`config.mk`:
```
export PLATFORM = sky130hd
export DESIGN_NAME = txbuf_top
export DESIGN_NICKNAME = d
export VERILOG_FILES = /design/src/rtl/txbuf_pkg.sv /design/src/rtl/txbuf_pick.sv /design/src/rtl/txbuf_store.sv /design/src/rtl/txbuf_snoop.sv /design/src/rtl/txbuf_top.sv
export SDC_FILE = /design/constraint.sdc
export NUM_CORES = 2
export LEC_CHECK = 0
export BUFFER_PORTS_ARGS = -buffer_cell sky130_fd_sc_hd__buf_2
export CAP_MARGIN = 5
export CORE_MARGIN = 5
export CORE_UTILIZATION = 40
export DETAILED_ROUTE_END_ITERATION = 6
export REMOVE_ABC_BUFFERS = 1
export SKIP_CTS_REPAIR_TIMING = 1
export SLEW_MARGIN = 40
export SYNTH_ARGS = -nofsm -noshare
export SYNTH_HDL_FRONTEND = slang
export SYNTH_SLANG_ARGS = --single-unit
```
`constraint.sdc`:
```
create_clock -name clk -period 5.2 [get_ports clk]
set_clock_uncertainty 0.15 [all_clocks]
set_input_delay 0.78 -clock clk [delete_from_list [all_inputs] [get_ports clk]]
set_output_delay 0.78 -clock clk [all_outputs]
set_load 0.01 [all_outputs]
```
`src/rtl/txbuf_pkg.sv`:
```
// Shared operation codes and control states for the transactional buffer.
package txbuf_pkg;
    typedef enum logic [2:0] {
        OP_NONE     = 3'd0,
        OP_LOAD     = 3'd1,
        OP_LOADX    = 3'd2,
        OP_STORE    = 3'd3,
        OP_COMMIT   = 3'd4,
        OP_ABORT    = 3'd5,
        OP_VALIDATE = 3'd6
    } txop_e;

    typedef enum logic {
        ST_RUN   = 1'b0,
        ST_DRAIN = 1'b1
    } txst_e;
endpackage

```
`src/rtl/txbuf_pick.sv`:
```
// Lowest-index finder: returns whether any bit of vec is set and the index
// of the lowest set bit. Assumes idx is ignored when any is low.
module txbuf_pick #(
    parameter int N  = 8,
    parameter int IW = 3
) (
    input  logic [N-1:0]  vec,
    output logic          any,
    output logic [IW-1:0] idx
);
    // scan from the top so the lowest set bit wins
    always_comb begin
        any = |vec;
        idx = '0;
        for (int i = N - 1; i >= 0; i--) begin
            if (vec[i]) idx = IW'(i);
        end
    end
endmodule

```
`src/rtl/txbuf_store.sv`:
```
// Entry array: N fully associative entries, each holding a valid flag,
// read-set and write-set flags, an address tag, an old and a new value.
// One write port, one associative lookup, one indexed read port, and a
// snoop match per entry. Assumes the caller never writes and clears in
// the same cycle.
module txbuf_store #(
    parameter int N  = 8,
    parameter int AW = 16,
    parameter int DW = 32,
    parameter int IW = 3
) (
    input  logic          clk,
    input  logic          rst_n,
    input  logic          clr_all,
    input  logic          wr_en,
    input  logic [IW-1:0] wr_idx,
    input  logic [AW-1:0] wr_tag,
    input  logic          wr_rset,
    input  logic          wr_wset,
    input  logic [DW-1:0] wr_old,
    input  logic [DW-1:0] wr_new,
    input  logic [AW-1:0] lk_addr,
    output logic          lk_hit,
    output logic [IW-1:0] lk_idx,
    output logic          lk_rset,
    output logic [DW-1:0] lk_old,
    output logic [DW-1:0] lk_new,
    output logic [N-1:0]  free_vec,
    output logic [N-1:0]  dirty_vec,
    input  logic [IW-1:0] rd_idx,
    output logic [AW-1:0] rd_tag,
    output logic [DW-1:0] rd_new,
    input  logic [AW-1:0] snp_addr,
    input  logic          snp_we,
    output logic [N-1:0]  snp_hit_vec
);
    logic [N-1:0]  hit_vec;
    logic [N-1:0]  rs_vec;
    logic [AW-1:0] tag_a [N];
    logic [DW-1:0] old_a [N];
    logic [DW-1:0] new_a [N];

    for (genvar i = 0; i < N; i++) begin : g_ent
        logic          vld_r;
        logic          rs_r;
        logic          ws_r;
        logic [AW-1:0] tag_r;
        logic [DW-1:0] old_r;
        logic [DW-1:0] new_r;
        logic          sel;

        assign sel = wr_en && (wr_idx == IW'(i));

        // flag bits: cleared by reset or a buffer-wide clear, set on write
        always_ff @(posedge clk) begin
            if (!rst_n || clr_all) begin
                vld_r <= 1'b0;
                rs_r  <= 1'b0;
                ws_r  <= 1'b0;
            end else if (sel) begin
                vld_r <= 1'b1;
                rs_r  <= wr_rset;
                ws_r  <= wr_wset;
            end
        end

        // payload: tag and both data versions, qualified by the valid flag
        always_ff @(posedge clk) begin
            if (!rst_n) begin
                tag_r <= '0;
                old_r <= '0;
                new_r <= '0;
            end else if (sel) begin
                tag_r <= wr_tag;
                old_r <= wr_old;
                new_r <= wr_new;
            end
        end

        assign hit_vec[i]     = vld_r && (tag_r == lk_addr);
        assign free_vec[i]    = !vld_r;
        assign dirty_vec[i]   = vld_r && ws_r && (new_r != old_r);
        assign snp_hit_vec[i] = vld_r && (tag_r == snp_addr) && (ws_r || (snp_we && rs_r));
        assign rs_vec[i]      = rs_r;
        assign tag_a[i]       = tag_r;
        assign old_a[i]       = old_r;
        assign new_a[i]       = new_r;
    end

    txbuf_pick #(.N(N), .IW(IW)) u_lookup (
        .vec (hit_vec),
        .any (lk_hit),
        .idx (lk_idx)
    );

    assign lk_rset = rs_vec[lk_idx];
    assign lk_old  = old_a[lk_idx];
    assign lk_new  = new_a[lk_idx];
    assign rd_tag  = tag_a[rd_idx];
    assign rd_new  = new_a[rd_idx];
endmodule

```
`src/rtl/txbuf_snoop.sv`:
```
// Snoop arbiter: answers a conflicting external access with busy up to
// BUSY_MAX consecutive times for one address, then takes the conflict.
// While draining a commit, conflicts are answered busy without counting.
// Assumes conf is already qualified by snp_valid.
module txbuf_snoop #(
    parameter int AW       = 16,
    parameter int BUSY_MAX = 4,
    parameter int CW       = 3
) (
    input  logic          clk,
    input  logic          rst_n,
    input  logic          snp_valid,
    input  logic [AW-1:0] snp_addr,
    input  logic          conf,
    input  logic          failed,
    input  logic          draining,
    input  logic          clear,
    output logic          busy,
    output logic          take
);
    logic [CW-1:0] cnt_q, cnt_d;
    logic [AW-1:0] last_q, last_d;
    logic          same;

    assign same = (cnt_q != '0) && (last_q == snp_addr);

    // decide busy or take for the current snoop and update the run count
    always_comb begin
        busy   = 1'b0;
        take   = 1'b0;
        cnt_d  = cnt_q;
        last_d = last_q;
        if (snp_valid) begin
            if (conf && !failed) begin
                if (draining) begin
                    busy  = 1'b1;
                    cnt_d = '0;
                end else if (same && (cnt_q == CW'(BUSY_MAX))) begin
                    take  = 1'b1;
                    cnt_d = '0;
                end else begin
                    busy   = 1'b1;
                    cnt_d  = same ? cnt_q + CW'(1) : CW'(1);
                    last_d = snp_addr;
                end
            end else begin
                cnt_d = '0;
            end
        end
        if (clear) cnt_d = '0;
    end

    // run count and address register
    always_ff @(posedge clk) begin
        if (!rst_n) begin
            cnt_q  <= '0;
            last_q <= '0;
        end else begin
            cnt_q  <= cnt_d;
            last_q <= last_d;
        end
    end
endmodule

```
`src/rtl/txbuf_top.sv`:
```
// Transactional buffer top: serves transactional loads, exclusive loads and
// stores from a private entry array, tracks failure from snoop conflicts and
// overflow, and runs commit (ordered drain), abort and validate. Assumes
// mem_rd_data returns the word at mem_rd_addr in the same cycle, and that the
// core holds off requests while req_ready is low.
module txbuf_top #(
    parameter int N_ENTRIES = 8,
    parameter int ADDR_W    = 16,
    parameter int DATA_W    = 32,
    parameter int BUSY_MAX  = 4
) (
    input  logic              clk,
    input  logic              rst_n,
    input  logic              req_valid,
    input  logic [2:0]        req_op,
    input  logic [ADDR_W-1:0] req_addr,
    input  logic [DATA_W-1:0] req_wdata,
    output logic              req_ready,
    output logic              resp_valid,
    output logic              resp_ok,
    output logic [DATA_W-1:0] resp_data,
    output logic [ADDR_W-1:0] mem_rd_addr,
    input  logic [DATA_W-1:0] mem_rd_data,
    output logic              mem_wr_valid,
    output logic [ADDR_W-1:0] mem_wr_addr,
    output logic [DATA_W-1:0] mem_wr_data,
    input  logic              snp_valid,
    input  logic              snp_we,
    input  logic [ADDR_W-1:0] snp_addr,
    output logic              snp_busy
);
    import txbuf_pkg::*;

    localparam int IW = (N_ENTRIES > 1) ? $clog2(N_ENTRIES) : 1;
    localparam int CW = $clog2(BUSY_MAX + 1);

    txop_e                op;
    txst_e                st_q, st_d;
    logic                 failed_q, failed_d;
    logic [N_ENTRIES-1:0] drain_q, drain_d;
    logic                 resp_valid_d, resp_ok_d;
    logic [DATA_W-1:0]    resp_data_d;

    logic                 accept, is_mem, eff_fail, overflow;
    logic                 go_drain, drain_last, clr_all;
    logic                 wr_en, wr_rset, wr_wset;
    logic [IW-1:0]        wr_idx;
    logic [DATA_W-1:0]    wr_old, wr_new;
    logic                 lk_hit, lk_rset;
    logic [IW-1:0]        lk_idx;
    logic [DATA_W-1:0]    lk_old, lk_new;
    logic [N_ENTRIES-1:0] free_vec, dirty_vec, snp_hit_vec;
    logic                 free_any, dr_any, snp_take;
    logic [IW-1:0]        free_idx, dr_idx;
    logic [ADDR_W-1:0]    rd_tag;
    logic [DATA_W-1:0]    rd_new;

    assign op          = txop_e'(req_op);
    assign accept      = req_valid && (st_q == ST_RUN);
    assign is_mem      = (op == OP_LOAD) || (op == OP_LOADX) || (op == OP_STORE);
    assign eff_fail    = failed_q || snp_take;
    assign mem_rd_addr = req_addr;
    assign req_ready   = (st_q == ST_RUN);

    txbuf_store #(.N(N_ENTRIES), .AW(ADDR_W), .DW(DATA_W), .IW(IW)) u_store (
        .clk         (clk),
        .rst_n       (rst_n),
        .clr_all     (clr_all),
        .wr_en       (wr_en),
        .wr_idx      (wr_idx),
        .wr_tag      (req_addr),
        .wr_rset     (wr_rset),
        .wr_wset     (wr_wset),
        .wr_old      (wr_old),
        .wr_new      (wr_new),
        .lk_addr     (req_addr),
        .lk_hit      (lk_hit),
        .lk_idx      (lk_idx),
        .lk_rset     (lk_rset),
        .lk_old      (lk_old),
        .lk_new      (lk_new),
        .free_vec    (free_vec),
        .dirty_vec   (dirty_vec),
        .rd_idx      (dr_idx),
        .rd_tag      (rd_tag),
        .rd_new      (rd_new),
        .snp_addr    (snp_addr),
        .snp_we      (snp_we),
        .snp_hit_vec (snp_hit_vec)
    );

    txbuf_pick #(.N(N_ENTRIES), .IW(IW)) u_free (
        .vec (free_vec),
        .any (free_any),
        .idx (free_idx)
    );

    txbuf_pick #(.N(N_ENTRIES), .IW(IW)) u_drain (
        .vec (drain_q),
        .any (dr_any),
        .idx (dr_idx)
    );

    txbuf_snoop #(.AW(ADDR_W), .BUSY_MAX(BUSY_MAX), .CW(CW)) u_snoop (
        .clk       (clk),
        .rst_n     (rst_n),
        .snp_valid (snp_valid),
        .snp_addr  (snp_addr),
        .conf      (snp_valid && (|snp_hit_vec)),
        .failed    (failed_q),
        .draining  (st_q == ST_DRAIN),
        .clear     (clr_all),
        .busy      (snp_busy),
        .take      (snp_take)
    );

    // entry write for loads and stores: update on hit, allocate on miss
    always_comb begin
        wr_en    = 1'b0;
        wr_idx   = lk_idx;
        wr_rset  = lk_rset;
        wr_wset  = 1'b1;
        wr_old   = lk_old;
        wr_new   = (op == OP_STORE) ? req_wdata : lk_new;
        overflow = 1'b0;
        if (accept && is_mem && !eff_fail) begin
            if (lk_hit) begin
                wr_en = (op != OP_LOAD);
            end else if (free_any) begin
                wr_en   = 1'b1;
                wr_idx  = free_idx;
                wr_rset = (op == OP_LOAD);
                wr_wset = (op != OP_LOAD);
                wr_old  = mem_rd_data;
                wr_new  = (op == OP_STORE) ? req_wdata : mem_rd_data;
            end else begin
                overflow = 1'b1;
            end
        end
    end

    // commit, abort and drain control
    always_comb begin
        go_drain   = accept && (op == OP_COMMIT) && !eff_fail && (|dirty_vec);
        drain_last = (st_q == ST_DRAIN) && $onehot(drain_q);
        clr_all    = (accept && ((op == OP_ABORT) || ((op == OP_COMMIT) && !go_drain)))
                     || drain_last;
        st_d       = st_q;
        drain_d    = drain_q;
        if (go_drain) begin
            st_d    = ST_DRAIN;
            drain_d = dirty_vec;
        end else if (st_q == ST_DRAIN) begin
            drain_d = drain_q & ~(N_ENTRIES'(1) << dr_idx);
            if (drain_last) st_d = ST_RUN;
        end
        failed_d = clr_all ? 1'b0 : (failed_q || snp_take || overflow);
    end

    // response formation for the request accepted this cycle
    always_comb begin
        resp_valid_d = 1'b0;
        resp_ok_d    = 1'b0;
        resp_data_d  = '0;
        if (drain_last) begin
            resp_valid_d = 1'b1;
            resp_ok_d    = 1'b1;
        end else if (accept && !go_drain) begin
            unique case (op)
                OP_LOAD, OP_LOADX: begin
                    resp_valid_d = 1'b1;
                    resp_ok_d    = !eff_fail && !overflow;
                    if (resp_ok_d) resp_data_d = lk_hit ? lk_new : mem_rd_data;
                end
                OP_STORE: begin
                    resp_valid_d = 1'b1;
                    resp_ok_d    = !eff_fail && !overflow;
                end
                OP_COMMIT, OP_VALIDATE: begin
                    resp_valid_d = 1'b1;
                    resp_ok_d    = !eff_fail;
                end
                OP_ABORT: begin
                    resp_valid_d = 1'b1;
                    resp_ok_d    = 1'b1;
                end
                default: resp_valid_d = 1'b0;
            endcase
        end
    end

    // control state, failure flag, drain mask and response registers
    always_ff @(posedge clk) begin
        if (!rst_n) begin
            st_q       <= ST_RUN;
            failed_q   <= 1'b0;
            drain_q    <= '0;
            resp_valid <= 1'b0;
            resp_ok    <= 1'b0;
            resp_data  <= '0;
        end else begin
            st_q       <= st_d;
            failed_q   <= failed_d;
            drain_q    <= drain_d;
            resp_valid <= resp_valid_d;
            resp_ok    <= resp_ok_d;
            resp_data  <= resp_data_d;
        end
    end

    assign mem_wr_valid = (st_q == ST_DRAIN) && dr_any;
    assign mem_wr_addr  = rd_tag;
    assign mem_wr_data  = rd_new;
endmodule

```
After elaboration in Yosys (flattened, before gate mapping)
Cells that the tools add are included. Widths: inputs -> output; s select.

Register bits after elaboration: 727. Bits in latches: 0. RAM bits: 0. ROM bits: 0. Logic and storage cells: 319. Memories: 0.

Add/sub/neg operators: 8. $mul: 0. Div/mod/pow operators: 0. Magnitude comparators: 3. Eq/ne operators: 41. Shift operators: 1. Multiplexer cells: 85. Bitwise gates (word level): 10. Reductions and logical operators: 115.

Operators by type and width (number): $mux 32 (15); $bmux 32 s3 (3); $eq 16x16->1 (17); $ne 32x32->1 (8); $mux 3 (31); $logic_and 1x1->1 (72); $bmux 16 s3 (1); $reduce_or 8->1 (5); $mux 16 (2); $mux 1 (29); $eq 3x3->1 const B (8); $mux 8 (2); $logic_or 1x1->1 (15); $logic_not 1->1 (13); $eq 3x2->1 const B (4); $add 1x1->2 (4); $and 8x8->8 (1); $ge 4x4->1 const B (2); $not 3->4 (2); $not 8->8 (1); $shl 1x3->8 const A (1); $add 2x2->3 (2); $eq 3x1->1 const B (2); $not 1->1 (6); other kinds (15) (17).

Depth between registers and ports, before layout
Depth in word-level cells: 18. Depth in mapped cells: 17. Depth with buffers taken out: 14.

Modules after synthesis
A second synthesis with hierarchy kept.

Cell total of the unflattened synthesis: 4734. Area, all modules: 41741.3 um^2.

Modules (own cells, without submodules): txbuf_store (instances 1, cells each 4117, area an instance 37357.1 um^2); txbuf_top (instances 1, cells each 455, area an instance 3071.7 um^2); txbuf_snoop (instances 1, cells each 123, area an instance 1068.5 um^2); txbuf_pick (instances 3, cells each 13, area an instance 81.3 um^2).

Least setup slack after synthesis
Ideal clock, no wire load.

Path type: input to register. Start: input port req_addr[7]. End: register u_store.g_ent[0].new_r[10]. Arrival time: 3921 ps. Path slack: 998 ps. Cell stages on the path: 14. Path buffers: 4. Path through: buf_4 xor2_1 or4_1 or4_1 o22ai_4 nor2_1 o21a_1 or2_1 buf_6 or4_4 buf_6 buf_2 nand3_1 o31ai_2.

Cells in the longest elaborated chain, start to end: 18. Elaborated cells on any way between the ends: 40. Those cells by class: eq/ne (8); mux (20); bitwise (1); reduce/logical (11).

RTL lines: from (decl) (RTL line txbuf_top.sv:16) `input logic [ADDR_W-1:0] req_addr,`; $eq 16x16->1 (RTL line txbuf_store.sv:80) `assign hit_vec[i] = vld_r && (tag_r == lk_addr);`; $logic_and 1x1->1 (RTL line txbuf_store.sv:80); $mux 3 (8 in series) (RTL line txbuf_pick.sv:16) `if (vec[i]) idx = IW'(i);`; $not 3->4 (implied by the code) (RTL line txbuf_store.sv:98) `assign lk_new = new_a[lk_idx];`; $bmux 32 s3 (RTL line txbuf_store.sv:98); $mux 32 (implied by the code) (2 in series) (RTL line txbuf_store.sv:98); $mux 32 (RTL line txbuf_top.sv:124) `wr_new = (op == OP_STORE) ? req_wdata : lk_new;`; $mux 32 (RTL line txbuf_top.sv:129) `end else if (free_any) begin`; $mux 32 (RTL line txbuf_top.sv:127) `if (lk_hit) begin`; $mux 32 (RTL line txbuf_top.sv:126) `if (accept && is_mem && !eff_fail) begin`; to (signal assigned) (RTL line txbuf_store.sv:76) `new_r <= wr_new;`; to (decl) (RTL line txbuf_store.sv:49) `logic [DW-1:0] new_r;`.

Several ways; a longest one is shown, not always the timed one. The select of a mux whose other input is x is not followed. A chain may end at the register's enable or synchronous reset.

Worst setup path after layout
Start: register drain_q[7]. End: output port mem_wr_data[12].

Cells in the longest elaborated chain, start to end: 12.

RTL lines: from (decl) (RTL line txbuf_top.sv:40) `logic [N_ENTRIES-1:0] drain_q, drain_d;`; from (signal assigned) (RTL line txbuf_top.sv:204) `drain_q <= drain_d;`; $mux 3 (8 in series) (RTL line txbuf_pick.sv:16); $not 3->4 (implied by the code) (RTL line txbuf_store.sv:100) `assign rd_new = new_a[rd_idx];`; $bmux 32 s3 (RTL line txbuf_store.sv:100); $mux 32 (implied by the code) (2 in series) (RTL line txbuf_store.sv:100); to (decl) (RTL line txbuf_top.sv:26) `output logic [DATA_W-1:0] mem_wr_data,`.

Every way passes these cells. The select of a mux whose other input is x is not followed.

==> results_dict.tcl <==
set metrics [dict create \
    outcome "complete, but fails checks" \
    violations "DRC" \
    row_count 117 \
    pre_cts_ws_ns 0.3083 \
    synthFlopType "dfxtp_1" \
    hold_viol_final 0 \
    path_delay_family "compound AO/OA/AOI/OAI gates" \
    fin_crit_sh_pct 91.79 \
    cp-start-kind "flip-flop" \
    slew_violations 0 \
    port_buffers 204 \
    yosys_warnings 0 \
    worstPathCellList "inv_1 > o21ai_0 > a21oi_1 > or2_4 > a21oi_4 > buf_12 > nand2_1 > nand3_1 > o21ai_0 > o21ai_0 > buf_2" \
    crit_fanout 39 \
    viasPerCell 6.224 \
    whs_ns 0.1913 \
    path_depth 11 \
    crit_top_cell "o21ai_0" \
    cts.sinks 727 \
    drcViolationCount 2 \
    synth_top_area_share_pct 35.66 \
    hold_start "mem_rd_data[1]" \
    synthArstFlopShare_pct 0 \
    syn_area_per_cell_um2 8.040 \
    grt_max_degree 99 \
    dp_hpwl_um 129300 \
    grt_usage_pct 32.73 \
    cts_root_buf "clkbuf_16" \
    start_util_pct 40.18 \
    tightest_slew_ns 0.9556 \
    r2r_slack_ns 0.81 \
    place_inst 6454 \
    antenna_found_initial 7 \
    drt-initial-drc-count 6015 \
    cts_buffer_depth 3 \
    grt_overflow_total 0 \
    wl_per_cell_um 28.13 \
    setup_violations 0 \
    top_layer "met5" \
    power_leakage_nw 19.41 \
    die_w_um 329.4 \
    critical_path_class "flip-flop to output pin" \
    finalNonFillerCells 6613 \
    p_per_area_nw_per_um2 273.5 \
    end_kind "output pin" \
    clock_latency_ns 0.70 \
    clk_pin_slew_ns 0.06 \
    synth_cell_types 75 \
    critPathSlowestCell "o21ai_0" \
    ir_worst_vdd_uv 212.7 \
    grt_setup_unrepaired "false" \
    worst_ep_arrival_time_ns 3.84 \
    cts_tree "yes" \
    critPathRequiredTime_ns 4.27 \
    maxSlewHeadroom_pct 36.08 \
    post-route-worst-setup-slack_ns 0.4268 \
    gp_congestion 0.9777 \
    routed-wl-met3_um 21840 \
    yosysSeqAreaShare_pct 35.66 \
    hold_end "resp_data[1]" \
    vias 41160 \
    cap_violations 0 \
    hold_depth 3 \
    synth_top_area_cell "dfxtp_1" \
    path_buf_inv 3 \
    wl_met2_um 80560 \
    grt_pass1_wl_um 265700 \
    reg2reg_to "resp_data[13]" \
    ant_nets 0 \
    reg2reg_from "u_store.g_ent[0].new_r[6]" \
    finalCriticalPeriod_ns 4.773 \
    hp-class "input pin to flip-flop" \
    core_um2 101600 \
    htreeDepth 3 \
    netlist_instances 5077 \
    ios 205 \
    fin_nets 5288 \
    synth.area.top_cells "dfxtp_1, xor2_1, o21ai_0" \
    ff2ff_path_depth 10 \
    area_growth_pct 16.93 \
    finalWirelength_um 186000 \
    final_util_pct 46.98 \
    layout-drive-gt1-share_pct 16.48 \
    synth_area_um2 40820 \
    die_y_um 329.4 \
    drtPass1Iterations 7 \
    die_area_um2 108500 \
    cts_buffers 86 \
    ys_seq_elements 727 \
    grt_pass1_vias 37461 \
    synth_edf_count 0 \
    max_stage_delay_ns 0.54 \
    wl_met1_um 74040 \
    max_freq_mhz 209.5 \
]
[worst reg2reg max path: cells and delay by family (launching register included)]
family / cells / cell delay [ns]
buffers and inverters: 1 / 0.23
AOI/OAI and AO/OA: 3 / 1.14
and+or+nand+nor: 5 / 1.79
DFF: 1 / 0.35
xor gates and xnor gates: 1 / 0.63
[logic make-up after synthesis]
| family | count (synthesis) | synth area share [%] |
|---|---|---|
| AOI/OAI and AO/OA | 1430 | 21.02 |
| xor gates and xnor gates | 530 | 11.37 |
| adders and majority gates | 10 | 0.3801 |
| buffers and inverters | 484 | 4.978 |
| DFF | 727 | 35.66 |
| muxes | 297 | 9.116 |
| and+or+nand+nor | 1599 | 17.48 |
[state kept, by name, summed over array words and instances, names as in the netlist]
register and flops:
u_store.g_ent.ws_r 8, resp_valid 1, u_store.g_ent.new_r 256, u_store.g_ent.old_r 256, u_store.g_ent.tag_r 128, failed_q 1
u_store.g_ent.vld_r 8, st_q 1, drain_q 8, resp_ok 1, u_snoop.cnt_q 3, u_store.g_ent.rs_r 8
u_snoop.last_q 16, resp_data 32
[metal layers]
layer  GRT usage [%]  vias to the layer above
li1                -                    18238
met5               0                        -
met1           43.84                    19759
met3           8.437                      485
met4           14.54                        8
met2           49.83                     2670
[worst max path at each step]
stage | startpoint | to | slack [ns]
after floorplan | req_addr[0] | u_store.g_ent[4].new_r[20] | -8.69
final | drain_q[7] | mem_wr_data[12] | 0.43
after CTS | drain_q[7] | mem_wr_data[2] | 0.45
after global routing | drain_q[7] | mem_wr_data[12] | 0.23
after global placement | req_addr[3] | u_store.g_ent[3].new_r[2] | 0.35
after detailed placement | req_addr[14] | u_store.g_ent[7].new_r[2] | 0.31
[cells in the mapped netlist (8+ instances only)]
master / n
dfxtp_1: 727
nand2_1: 611
o21ai_0: 483
nor2_1: 453
a21oi_1: 437
xor2_1: 370
clkbuf_1: 327
nand3_1: 189
xnor2_1: 160
mux2i_1: 131
mux2_2: 118
a211oi_1: 110
nor4_1: 96
o22ai_1: 89
buf_2: 85
nor3_1: 73
nand4_1: 63
a32o_1: 62
o31ai_1: 56
mux4_2: 48
a31oi_1: 41
o211ai_1: 27
and2_1: 26
a211o_1: 25
buf_1: 24
inv_1: 24
buf_4: 19
and3_1: 17
a31o_2: 16
a21boi_0: 13
or2_2: 13
o2bb2ai_1: 12
and4_1: 11
o21ai_1: 11
a211oi_2: 8
o22a_1: 8
[final cells by class]
| cell class | count | area, µm² |
|---|---|---|
| sequential | 727 | 14550 |
| fill | 9968 | 53870 |
| antenna | 1 | 2.502 |
| timing repair buffer | 469 | 3986 |
| multi-input combinational | 3866 | 24480 |
| tap | 1368 | 1712 |
| clock inverter | 37 | 412.9 |
| clock buffer | 121 | 2486 |
| inverter | 24 | 97.59 |
[report_power, final]
group,internal (W),switching [W]
registers,0.00561,0.0000485
logic,0.000355,0.000728
clock network,0.00365,0.00266
[metrics by stage]
step / total power [W] / TNS (ns) / area, µm²
3_3_place_gp: 0.006827 / 0 / 44750
4_1_cts: 0.01306 / 0 / 47710
2_1_floorplan: 0.006230 / -2335.18 / 38880
3_5_place_dp: 0.006831 / 0 / 44810
6_report: 0.01305 / 0 / 47730
5_1_grt: 0.01338 / 0 / 47730
[cells in the final DEF (no fill, tap or decap), types with 17 or more instances in the layout]
cell	netlist	layout
clkinv_2	0	20
clkbuf_1	327	17
o22ai_1	89	89
a31oi_1	41	40
mux2i_1	131	131
xnor2_1	160	160
nand4_1	63	63
o211ai_1	27	27
and2_1	26	24
inv_1	24	23
nor4_1	96	91
a211o_1	25	25
o21ai_0	483	479
o31ai_1	56	56
nor3_1	73	73
buf_2	85	203
buf_4	19	188
mux2_2	118	118
a32o_1	62	62
nor2_1	453	447
xor2_1	370	370
dfxtp_1	727	727
a211oi_1	110	110
clkbuf_16	0	88
nand3_1	189	184
nand2_1	611	609
buf_12	0	75
a21oi_1	437	436
mux4_2	48	48
(Power assumes the default switching activity.)
